[src/rtl/prio_tree_pkg.sv]
package prio_tree_pkg;

   // number of radix-way levels needed to cover the given width (at least one)
   function automatic int tree_levels(input int width, input int radix);
      int  lv;
      longint span;
      lv   = 1;
      span = radix;
      while (span < width) begin
         span = span * radix;
         lv   = lv + 1;
      end
      return lv;
   endfunction

   // radix raised to a level count: the number of raw bits covered
   function automatic int tree_span(input int radix, input int levels);
      int s;
      s = 1;
      for (int i = 0; i < levels; i++) s = s * radix;
      return s;
   endfunction

endpackage

[src/rtl/prio_leaf.sv]
// Radix-way priority selector on a group of flags.
module prio_leaf #(
   parameter int WAYS       = 4,
   parameter bit HIGH_FIRST = 1'b1,
   localparam int SEL_W     = $clog2(WAYS)
) (
   input  logic [WAYS-1:0]  req_i,
   output logic             any_o,
   output logic [SEL_W-1:0] sel_o
);

   assign any_o = |req_i;

   if (HIGH_FIRST) begin : g_high
      always_comb begin
         sel_o = '0;
         for (int w = 0; w < WAYS; w++)
            if (req_i[w]) sel_o = SEL_W'(w);
      end
   end else begin : g_low
      always_comb begin
         sel_o = '0;
         for (int w = WAYS - 1; w >= 0; w--)
            if (req_i[w]) sel_o = SEL_W'(w);
      end
   end

endmodule

[src/rtl/prio_merge.sv]
// One inner tree node: picks the first valid child, appends its sub-position.
module prio_merge #(
   parameter int WAYS       = 4,
   parameter int SUB_W      = 2,
   parameter bit HIGH_FIRST = 1'b1,
   localparam int SEL_W     = $clog2(WAYS)
) (
   input  logic [WAYS-1:0]             sub_v_i,
   input  logic [WAYS-1:0][SUB_W-1:0]  sub_i_i,
   output logic                        v_o,
   output logic [SEL_W+SUB_W-1:0]      idx_o
);

   logic [SEL_W-1:0] child;

   prio_leaf #(
      .WAYS       (WAYS),
      .HIGH_FIRST (HIGH_FIRST)
   ) u_pick (
      .req_i (sub_v_i),
      .any_o (v_o),
      .sel_o (child)
   );

   // with no valid child, child is 0 and child 0 carries an all-zero index
   assign idx_o = {child, sub_i_i[child]};

endmodule

[src/rtl/prio_stage.sv]
// Optional register row between tree levels.
module prio_stage #(
   parameter int NODES      = 4,
   parameter int IDX_W      = 2,
   parameter bit REGISTERED = 1'b1
) (
   input  logic                        clk,
   input  logic                        rst,
   input  logic [NODES-1:0]            d_v,
   input  logic [NODES-1:0][IDX_W-1:0] d_i,
   output logic [NODES-1:0]            q_v,
   output logic [NODES-1:0][IDX_W-1:0] q_i
);

   if (REGISTERED) begin : g_reg
      always_ff @(posedge clk) begin
         if (rst) begin
            q_v <= '0;
            q_i <= '0;
         end else begin
            q_v <= d_v;
            q_i <= d_i;
         end
      end
   end else begin : g_wire
      assign q_v = d_v;
      assign q_i = d_i;
   end

endmodule

[src/rtl/prio_tree_encoder.sv]
module prio_tree_encoder
   import prio_tree_pkg::*;
#(
   parameter int WIDTH      = 24,
   parameter int RADIX      = 4,
   parameter bit HIGH_FIRST = 1'b1,
   parameter bit PIPELINED  = 1'b1,
   localparam int SEL_W     = $clog2(RADIX),
   localparam int LEVELS    = tree_levels(WIDTH, RADIX),
   localparam int IDX_W     = LEVELS * SEL_W
) (
   input  logic             clk,
   input  logic             rst,
   input  logic [WIDTH-1:0] req_i,
   output logic             valid_o,
   output logic [IDX_W-1:0] index_o
);

   localparam int SPAN = tree_span(RADIX, LEVELS);

   if (RADIX < 2 || (1 << SEL_W) != RADIX) begin : g_bad_radix
      $error("prio_tree_encoder: RADIX must be a power of two, at least 2");
   end
   if (WIDTH < 2) begin : g_bad_width
      $error("prio_tree_encoder: WIDTH must be at least 2");
   end

   // zero extension up to a full power of RADIX; padded bits never win
   logic [SPAN-1:0] padded;
   always_comb begin
      padded             = '0;
      padded[WIDTH-1:0]  = req_i;
   end

   for (genvar l = 0; l < LEVELS; l++) begin : g_lvl
      localparam int NODES = SPAN / tree_span(RADIX, l + 1);
      localparam int OW    = (l + 1) * SEL_W;

      logic [NODES-1:0]         node_v;
      logic [NODES-1:0][OW-1:0] node_i;
      logic [NODES-1:0]         q_v;
      logic [NODES-1:0][OW-1:0] q_i;

      for (genvar n = 0; n < NODES; n++) begin : g_node
         if (l == 0) begin : g_leaf
            logic [SEL_W-1:0] sel;
            prio_leaf #(
               .WAYS       (RADIX),
               .HIGH_FIRST (HIGH_FIRST)
            ) u_leaf (
               .req_i (padded[n*RADIX +: RADIX]),
               .any_o (node_v[n]),
               .sel_o (sel)
            );
            assign node_i[n] = sel;
         end else begin : g_merge
            prio_merge #(
               .WAYS       (RADIX),
               .SUB_W      (l * SEL_W),
               .HIGH_FIRST (HIGH_FIRST)
            ) u_merge (
               .sub_v_i (g_lvl[l-1].q_v[n*RADIX +: RADIX]),
               .sub_i_i (g_lvl[l-1].q_i[n*RADIX +: RADIX]),
               .v_o     (node_v[n]),
               .idx_o   (node_i[n])
            );
         end
      end

      prio_stage #(
         .NODES      (NODES),
         .IDX_W      (OW),
         .REGISTERED (PIPELINED)
      ) u_stage (
         .clk (clk),
         .rst (rst),
         .d_v (node_v),
         .d_i (node_i),
         .q_v (q_v),
         .q_i (q_i)
      );
   end

   assign valid_o = g_lvl[LEVELS-1].q_v[0];
   assign index_o = g_lvl[LEVELS-1].q_i[0];

endmodule

[config.mk]
export PLATFORM = sky130hd
export DESIGN_NAME = prio_tree_encoder
export DESIGN_NICKNAME = d
export VERILOG_FILES = /design/src/rtl/prio_tree_pkg.sv /design/src/rtl/prio_leaf.sv /design/src/rtl/prio_merge.sv /design/src/rtl/prio_stage.sv /design/src/rtl/prio_tree_encoder.sv
export SDC_FILE = /design/constraint.sdc
export NUM_CORES = 1
export LEC_CHECK = 0
export CORE_UTILIZATION = 40
export DETAILED_ROUTE_END_ITERATION = 8
export MAX_ROUTING_LAYER = met4
export PLACE_DENSITY = 0.72
export SETUP_SLACK_MARGIN = 0.3
export SYNTH_ARGS = -nofsm -noshare
export SYNTH_HDL_FRONTEND = slang
export SYNTH_SLANG_ARGS = --single-unit
[constraint.sdc]
create_clock -name clk -period 1 [get_ports clk]
set_input_delay 0.3 -clock clk [delete_from_list [all_inputs] [get_ports clk]]
set_output_delay 0.3 -clock clk [all_outputs]
set_load 0.01 [all_outputs]
==> results of run 1 <==
-- cell usage in the layout, fill, tap and decap left out, types with 2 or more instances in the layout --
cell | synthesis | layout
a21oi_2 | 0 | 3
clkbuf_8 | 0 | 2
nor2_2 | 0 | 3
dfxtp_1 | 33 | 26
mux2i_1 | 7 | 7
nand4bb_1 | 2 | 2
inv_1 | 7 | 7
buf_2 | 4 | 4
a21oi_1 | 14 | 11
dlygate4sd2_1 | 0 | 10
nor2b_1 | 2 | 2
dfxtp_4 | 0 | 2
nand2b_1 | 7 | 3
dlymetal6s2s_1 | 0 | 7
buf_6 | 1 | 5
dfxtp_2 | 0 | 5
clkbuf_4 | 0 | 5
buf_12 | 0 | 2
clkdlybuf4s50_1 | 0 | 7
nand2b_4 | 0 | 4
nor2_1 | 30 | 26
-- per-layer routing --
| metal | wire length [µm] | vias up | track usage [%] | share of wire [%] |
|---|---|---|---|---|
| met3 | 98 | 5 | 5.83 | 4.9 |
| met1 | 815 | 383 | 16.1 | 41 |
| met4 | 55 | 0 | 11.5 | 2.7 |
| met2 | 1030 | 22 | 26.5 | 52 |
| li1 | - | 445 | - | - |
| met5 | 0 | - | - | 0 |
-- power by group --
part	internal [mW]	total, mW	switching (mW)	leakage [nW]
Combinational	0.192	0.321	0.130	0.473
Sequential	1.40	1.44	0.0378	0.277
Clock	0.407	0.833	0.426	0.0413
Total	2.00	2.59	0.593	0.792
-- area by class of cell --
cell class,count,share of cell area [%]
multi-input combinational,69,27.6
tap,30,2.28
clock inverter,1,0.305
sequential,33,41.1
inverter,7,1.60
timing repair buffer,37,23.2
clock buffer,7,3.96
-- final timing paths --
kind | slack, ns | cells past startpoint | to
setup reg to reg | 0.08 | 2 | g_lvl[1].u_stage.q_i[1]
hold reg to reg | 0.45 | 2 | g_lvl[2].u_stage.q_v
hold / removal | 0.22 | 3 | g_lvl[0].u_stage.q_i[7]
setup / recovery | -0.07 | 1 | index_o[3]
-- state kept, by name, indices dropped and copies added (netlist names) --
register	count
g_lvl.u_stage.q_i	24
g_lvl.u_stage.q_v	9
-- stage by stage --
step	hold WS (ns)	area [µm²]	setup slack, ns
3_3_place_gp	0.425	1500	-0.360
5_1_grt	0.216	1640	-0.135
6_report	0.225	1640	-0.0672
4_1_cts	0.326	1600	-0.0900
3_5_place_dp	0.428	1500	-0.403
2_1_floorplan	0.411	1130	0.0694
-- cell families after synthesis --
| family | after synthesis | synth area share (%) |
|---|---|---|
| buf+inv | 13 | 5.82 |
| compound gates | 16 | 8.72 |
| mux | 7 | 6.26 |
| flops | 33 | 59.1 |
| simple gates | 45 | 19.8 |
| other cells | 1 | 0.335 |
-- repair_timing --
action,in CTS,in global routing
hold endpoints to repair,0,0
setup endpoints to repair,39,27
gates resized for setup,57,13
pin swaps,9,6
==> metrics.txt, run 1 <==
status finished with violations; failing checks setup timing; cts hold-fix bufs 0; post-route clock skew 0.00584 ns; Post-Syn Area per Cell 9.73 µm²; Clock Latency Late Sink 0.33 ns; Synth area leader dfxtp_1; synthesized area 1120 µm²; Critical Path RT 0.70 ns; Total Routing Usage GR 16.3%; TritonCTS clock tree built; CP startpoint g_lvl[2].u_stage.q_i[3]; WP buf/inv 1; DRC 0; Congestion Overflow GR 0; Initial Utilization 43.6%; Hold Violations, Final 0; Leakage 0.792 nW; CP startpoint kind flip-flop; Critical-path top delay cell dfxtp_2; type of the most critical hold path in -> reg; initial drt markers 8; Worst Path Arrival 0.77 ns; vias per inst 4.65; Antenna Nets Post-Route 0; Die Span X 54.9 µm; RSZ-0062 raised after global routing yes; Synth Register Bits 33; drt pass-1 iters 4; syn nets 141; Synth area leaders dfxtp_1 (59%), nor2_1 (10%), a21oi_1 (6.3%); Routability Congestion 0.748; Reg clk slew, reported paths 0.09 ns; Slew Limit Fails 0; Crit. End Element output port; die area 3010 µm²; ant diodes 0; Async SR Flop Fraction 0%; post-synth top area share 59.1%; top-count cell post-synth dfxtp_1; postcts setup bufs 0; Layout Nets 179; min Tclk post-route 1.07 ns; Max Clock Freq 937 MHz; Rows 18; area used by multi-input combinational logic 454 µm²; area grow syn2layout 46.9%; Post-synth EDFFs 0; CP peak stage delay 0.33 ns; Pwr Total 2.59 mW; CTS root buffer clkbuf_4; I/O Buffers 31; final WL 2000 µm; H-tree levels 2; initial antenna violation count 0; dpl hpwl 1500 µm; worst setup margin -0.0672 ns; Yosys cell types 18; Layout Cells excl Fill 184; Routed WL per cell 10.9 µm; Seq/Total Area, Yosys 59.1%; TNS Setup -0.372 ns; via count 855; Crit path max-delay family flip-flops; FF-to-FF Start g_lvl[0].u_stage.q_v[2]; die span in y 54.9 µm; placed insts 176; crit-path max FO 1; CP cell instances buf_6; layout cells sized above 1 27.9%; worst min-delay path startpoint req_i[14]; Syn Inst Count 115; sequential cell area 674 µm²; top cells by count, synth dfxtp_1 (33), nor2_1 (30), a21oi_1 (14); yosys warns 0; I/O pins 33; peak supply drop 0.000944 V; number of max-cap violations 0; global-route wire length before repair 3150 µm; Max Root-Sink Buffers 2; Core Footprint 2570 µm²; Filler Cell Count 223; Core Util, Final 64.0%; Final Cycle Share 107%; PwrDens 1580 nW/µm²; vias in the first global route 785; CTS Buf Count 5; Setup-failing EPs final 6; Synth Flop Type dfxtp_1; clock sink count 33; Crit Path Class reg -> out; largest net degree at the start of global routing 14
No activity file was read; power rests on OpenSTA's default activity.
==> run 2, diff against run 1 <==
--- a/config.mk
+++ b/config.mk
@@ -5,10 +5,14 @@
 export SDC_FILE = /design/constraint.sdc
 export NUM_CORES = 1
 export LEC_CHECK = 0
-export CORE_UTILIZATION = 40
+export ABC_CLOCK_PERIOD_IN_PS = 1000
+export CELL_PAD_IN_SITES_DETAIL_PLACEMENT = 1
+export CELL_PAD_IN_SITES_GLOBAL_PLACEMENT = 2
+export CORE_ASPECT_RATIO = 0.8
+export CORE_UTILIZATION = 24
 export DETAILED_ROUTE_END_ITERATION = 8
 export MAX_ROUTING_LAYER = met4
-export PLACE_DENSITY = 0.72
+export PLACE_DENSITY_LB_ADDON = 0.1
 export SETUP_SLACK_MARGIN = 0.3
 export SYNTH_ARGS = -nofsm -noshare
 export SYNTH_HDL_FRONTEND = slang
==> metrics.txt, run 2 (synthesis results as in run 1) <==
status finished with violations; failing checks setup timing; Core Util, Final 38.2%; Critical Path RT 0.70 ns; I/O Buffers 31; FF-to-FF Start g_lvl[0].u_stage.q_v[3]; Initial Utilization 25.8%; vias in the first global route 921; area grow syn2layout 48.0%; Leakage 0.774 nW; Hold Violations, Final 0; postcts setup bufs 0; Congestion Overflow GR 0; cts hold-fix bufs 0; DP Worst Slack -0.394 ns; die span in y 63.1 µm; most flop-heavy register g_lvl.u_stage.q_i; Routability Congestion 0.691; Crit. End Element output port; vias per inst 4.10; H-tree levels 2; ant diodes 0; Die Span X 78.3 µm; Reg2Reg Depth 2; Core Footprint 4340 µm²; commonest non-fill, non-tap cell in the layout dfxtp_1; worst reg-to-reg setup slack 0.08 ns; DRC 0; Crit Path Class reg -> out; Setup-failing EPs final 4; Final Cycle Share 100%; clock sink count 33; post-route clock skew 0.00670 ns; CP cell instances buf_2; Cell Area, Placed 1500 µm²; top flop regs g_lvl.u_stage.q_i: 24 flops, g_lvl.u_stage.q_v: 9 flops; number of max-cap violations 0; I/O pins 33; layout cells sized above 1 27.3%; Crit Reg-Reg Endpoint g_lvl[1].u_stage.q_i[1]; crit-path max FO 1; WP buf/inv 1; initial drt markers 20; Critical-path top delay cell dfxtp_1; Max Root-Sink Buffers 2; max reg flops 24; Rows 21; CTS Buf Count 5; CP peak stage delay 0.31 ns; CP startpoint kind flip-flop; Clock Latency Late Sink 0.28 ns; hold endpoint g_lvl[0].u_stage.q_v[4]; worst setup margin -0.00319 ns; final WL 2280 µm; die area 4940 µm²; Max Clock Freq 997 MHz; Antenna Nets Post-Route 0; via count 865; commonest non-fill, non-tap cells in the layout dfxtp_1 (27), nor2_1 (26), dlygate4sd2_1 (21), a21oi_1 (10); Final Cell Area 1660 µm²; drt pass-1 iters 4; peak supply drop 0.000563 V; Crit path max-delay family flip-flops; global-route wire length before repair 3910 µm; TNS Setup -0.00916 ns; Pwr Total 2.82 mW; largest net degree at the start of global routing 14; Slew Limit Fails 0; CTS root buffer clkbuf_8; initial antenna violation count 0; Reg clk slew, reported paths 0.07 ns; Layout Nets 179; Filler Cell Count 500; Hold Path Depth 3; PwrDens 1700 nW/µm²; Total Routing Usage GR 10.7%; type of the most critical hold path in -> reg; TritonCTS clock tree built; Worst Path Arrival 0.70 ns; min Tclk post-route 1.00 ns; dpl hpwl 1710 µm; Routed WL per cell 10.8 µm; RSZ-0062 raised after global routing yes; worst min-delay path startpoint req_i[16]
-- run 2: what timing repair did --
action / CTS / global route
setup endpoints to repair: 39 / 20
cloned: 1 / 0
resized for setup: 73 / 8
pin swaps: 15 / 5
-- run 2: power by group --
group	internal (mW)	switching (mW)
sequential	1.40	0.0394
combinational	0.168	0.132
clock	0.621	0.453
total	2.19	0.624
-- run 2: worst max path at each step --
stage               cells after the start  slack [ns]                     from                 endpoint
floorplan                               3        0.07                      rst  g_lvl[1].u_stage.q_i[0]
global placement                        4       -0.35                      rst  g_lvl[1].u_stage.q_i[0]
detailed placement                      4       -0.39                      rst  g_lvl[1].u_stage.q_i[0]
CTS                                     1       -0.02     g_lvl[2].u_stage.q_v                  valid_o
global route                            1       -0.04  g_lvl[2].u_stage.q_i[0]               index_o[0]
finish                                  1      -0.003     g_lvl[2].u_stage.q_v                  valid_o
-- run 2: layout make-up --
type	count	area (µm²)	area share, %
Clock inverter	1	5.00	0.302
Tap cell	57	71.3	4.31
Sequential cell	33	673	40.7
Multi-Input combinational cell	69	453	27.4
Inverter	7	26.3	1.59
Timing Repair Buffer	37	330	20.0
Clock buffer	7	96.3	5.82
-- run 2: worst min-delay path, delay by kind of cell --
family,cells,cell delay (ns)
compound gates,1,0.10
buf+inv,1,0.09
simple gates,1,0.05
-- run 2: metal layers --
metal | share of wire (%) | GRT usage (%)
met1 | 44 | 11.5
met2 | 49 | 18.0
met3 | 5.8 | 3.48
met4 | 1.4 | 4.86
met5 | 0 | -
-- run 2: metrics by stage --
| stage | hold WS, ns | instances |
|---|---|---|
| 5_1_grt | 0.303 | 211 |
| 6_report | 0.298 | 211 |
| 3_5_place_dp | 0.428 | 202 |
| 2_1_floorplan | 0.411 | 115 |
| 3_3_place_gp | 0.423 | 202 |
| 4_1_cts | 0.389 | 211 |
==> run 3, diff against run 2 <==
--- a/config.mk
+++ b/config.mk
@@ -14,6 +14,7 @@
 export MAX_ROUTING_LAYER = met4
 export PLACE_DENSITY_LB_ADDON = 0.1
 export SETUP_SLACK_MARGIN = 0.3
+export SLEW_MARGIN = 15
 export SYNTH_ARGS = -nofsm -noshare
 export SYNTH_HDL_FRONTEND = slang
 export SYNTH_SLANG_ARGS = --single-unit
==> results of run 3 <==
Same layout as run 2: the final DEF is identical, and so are final timing and power.
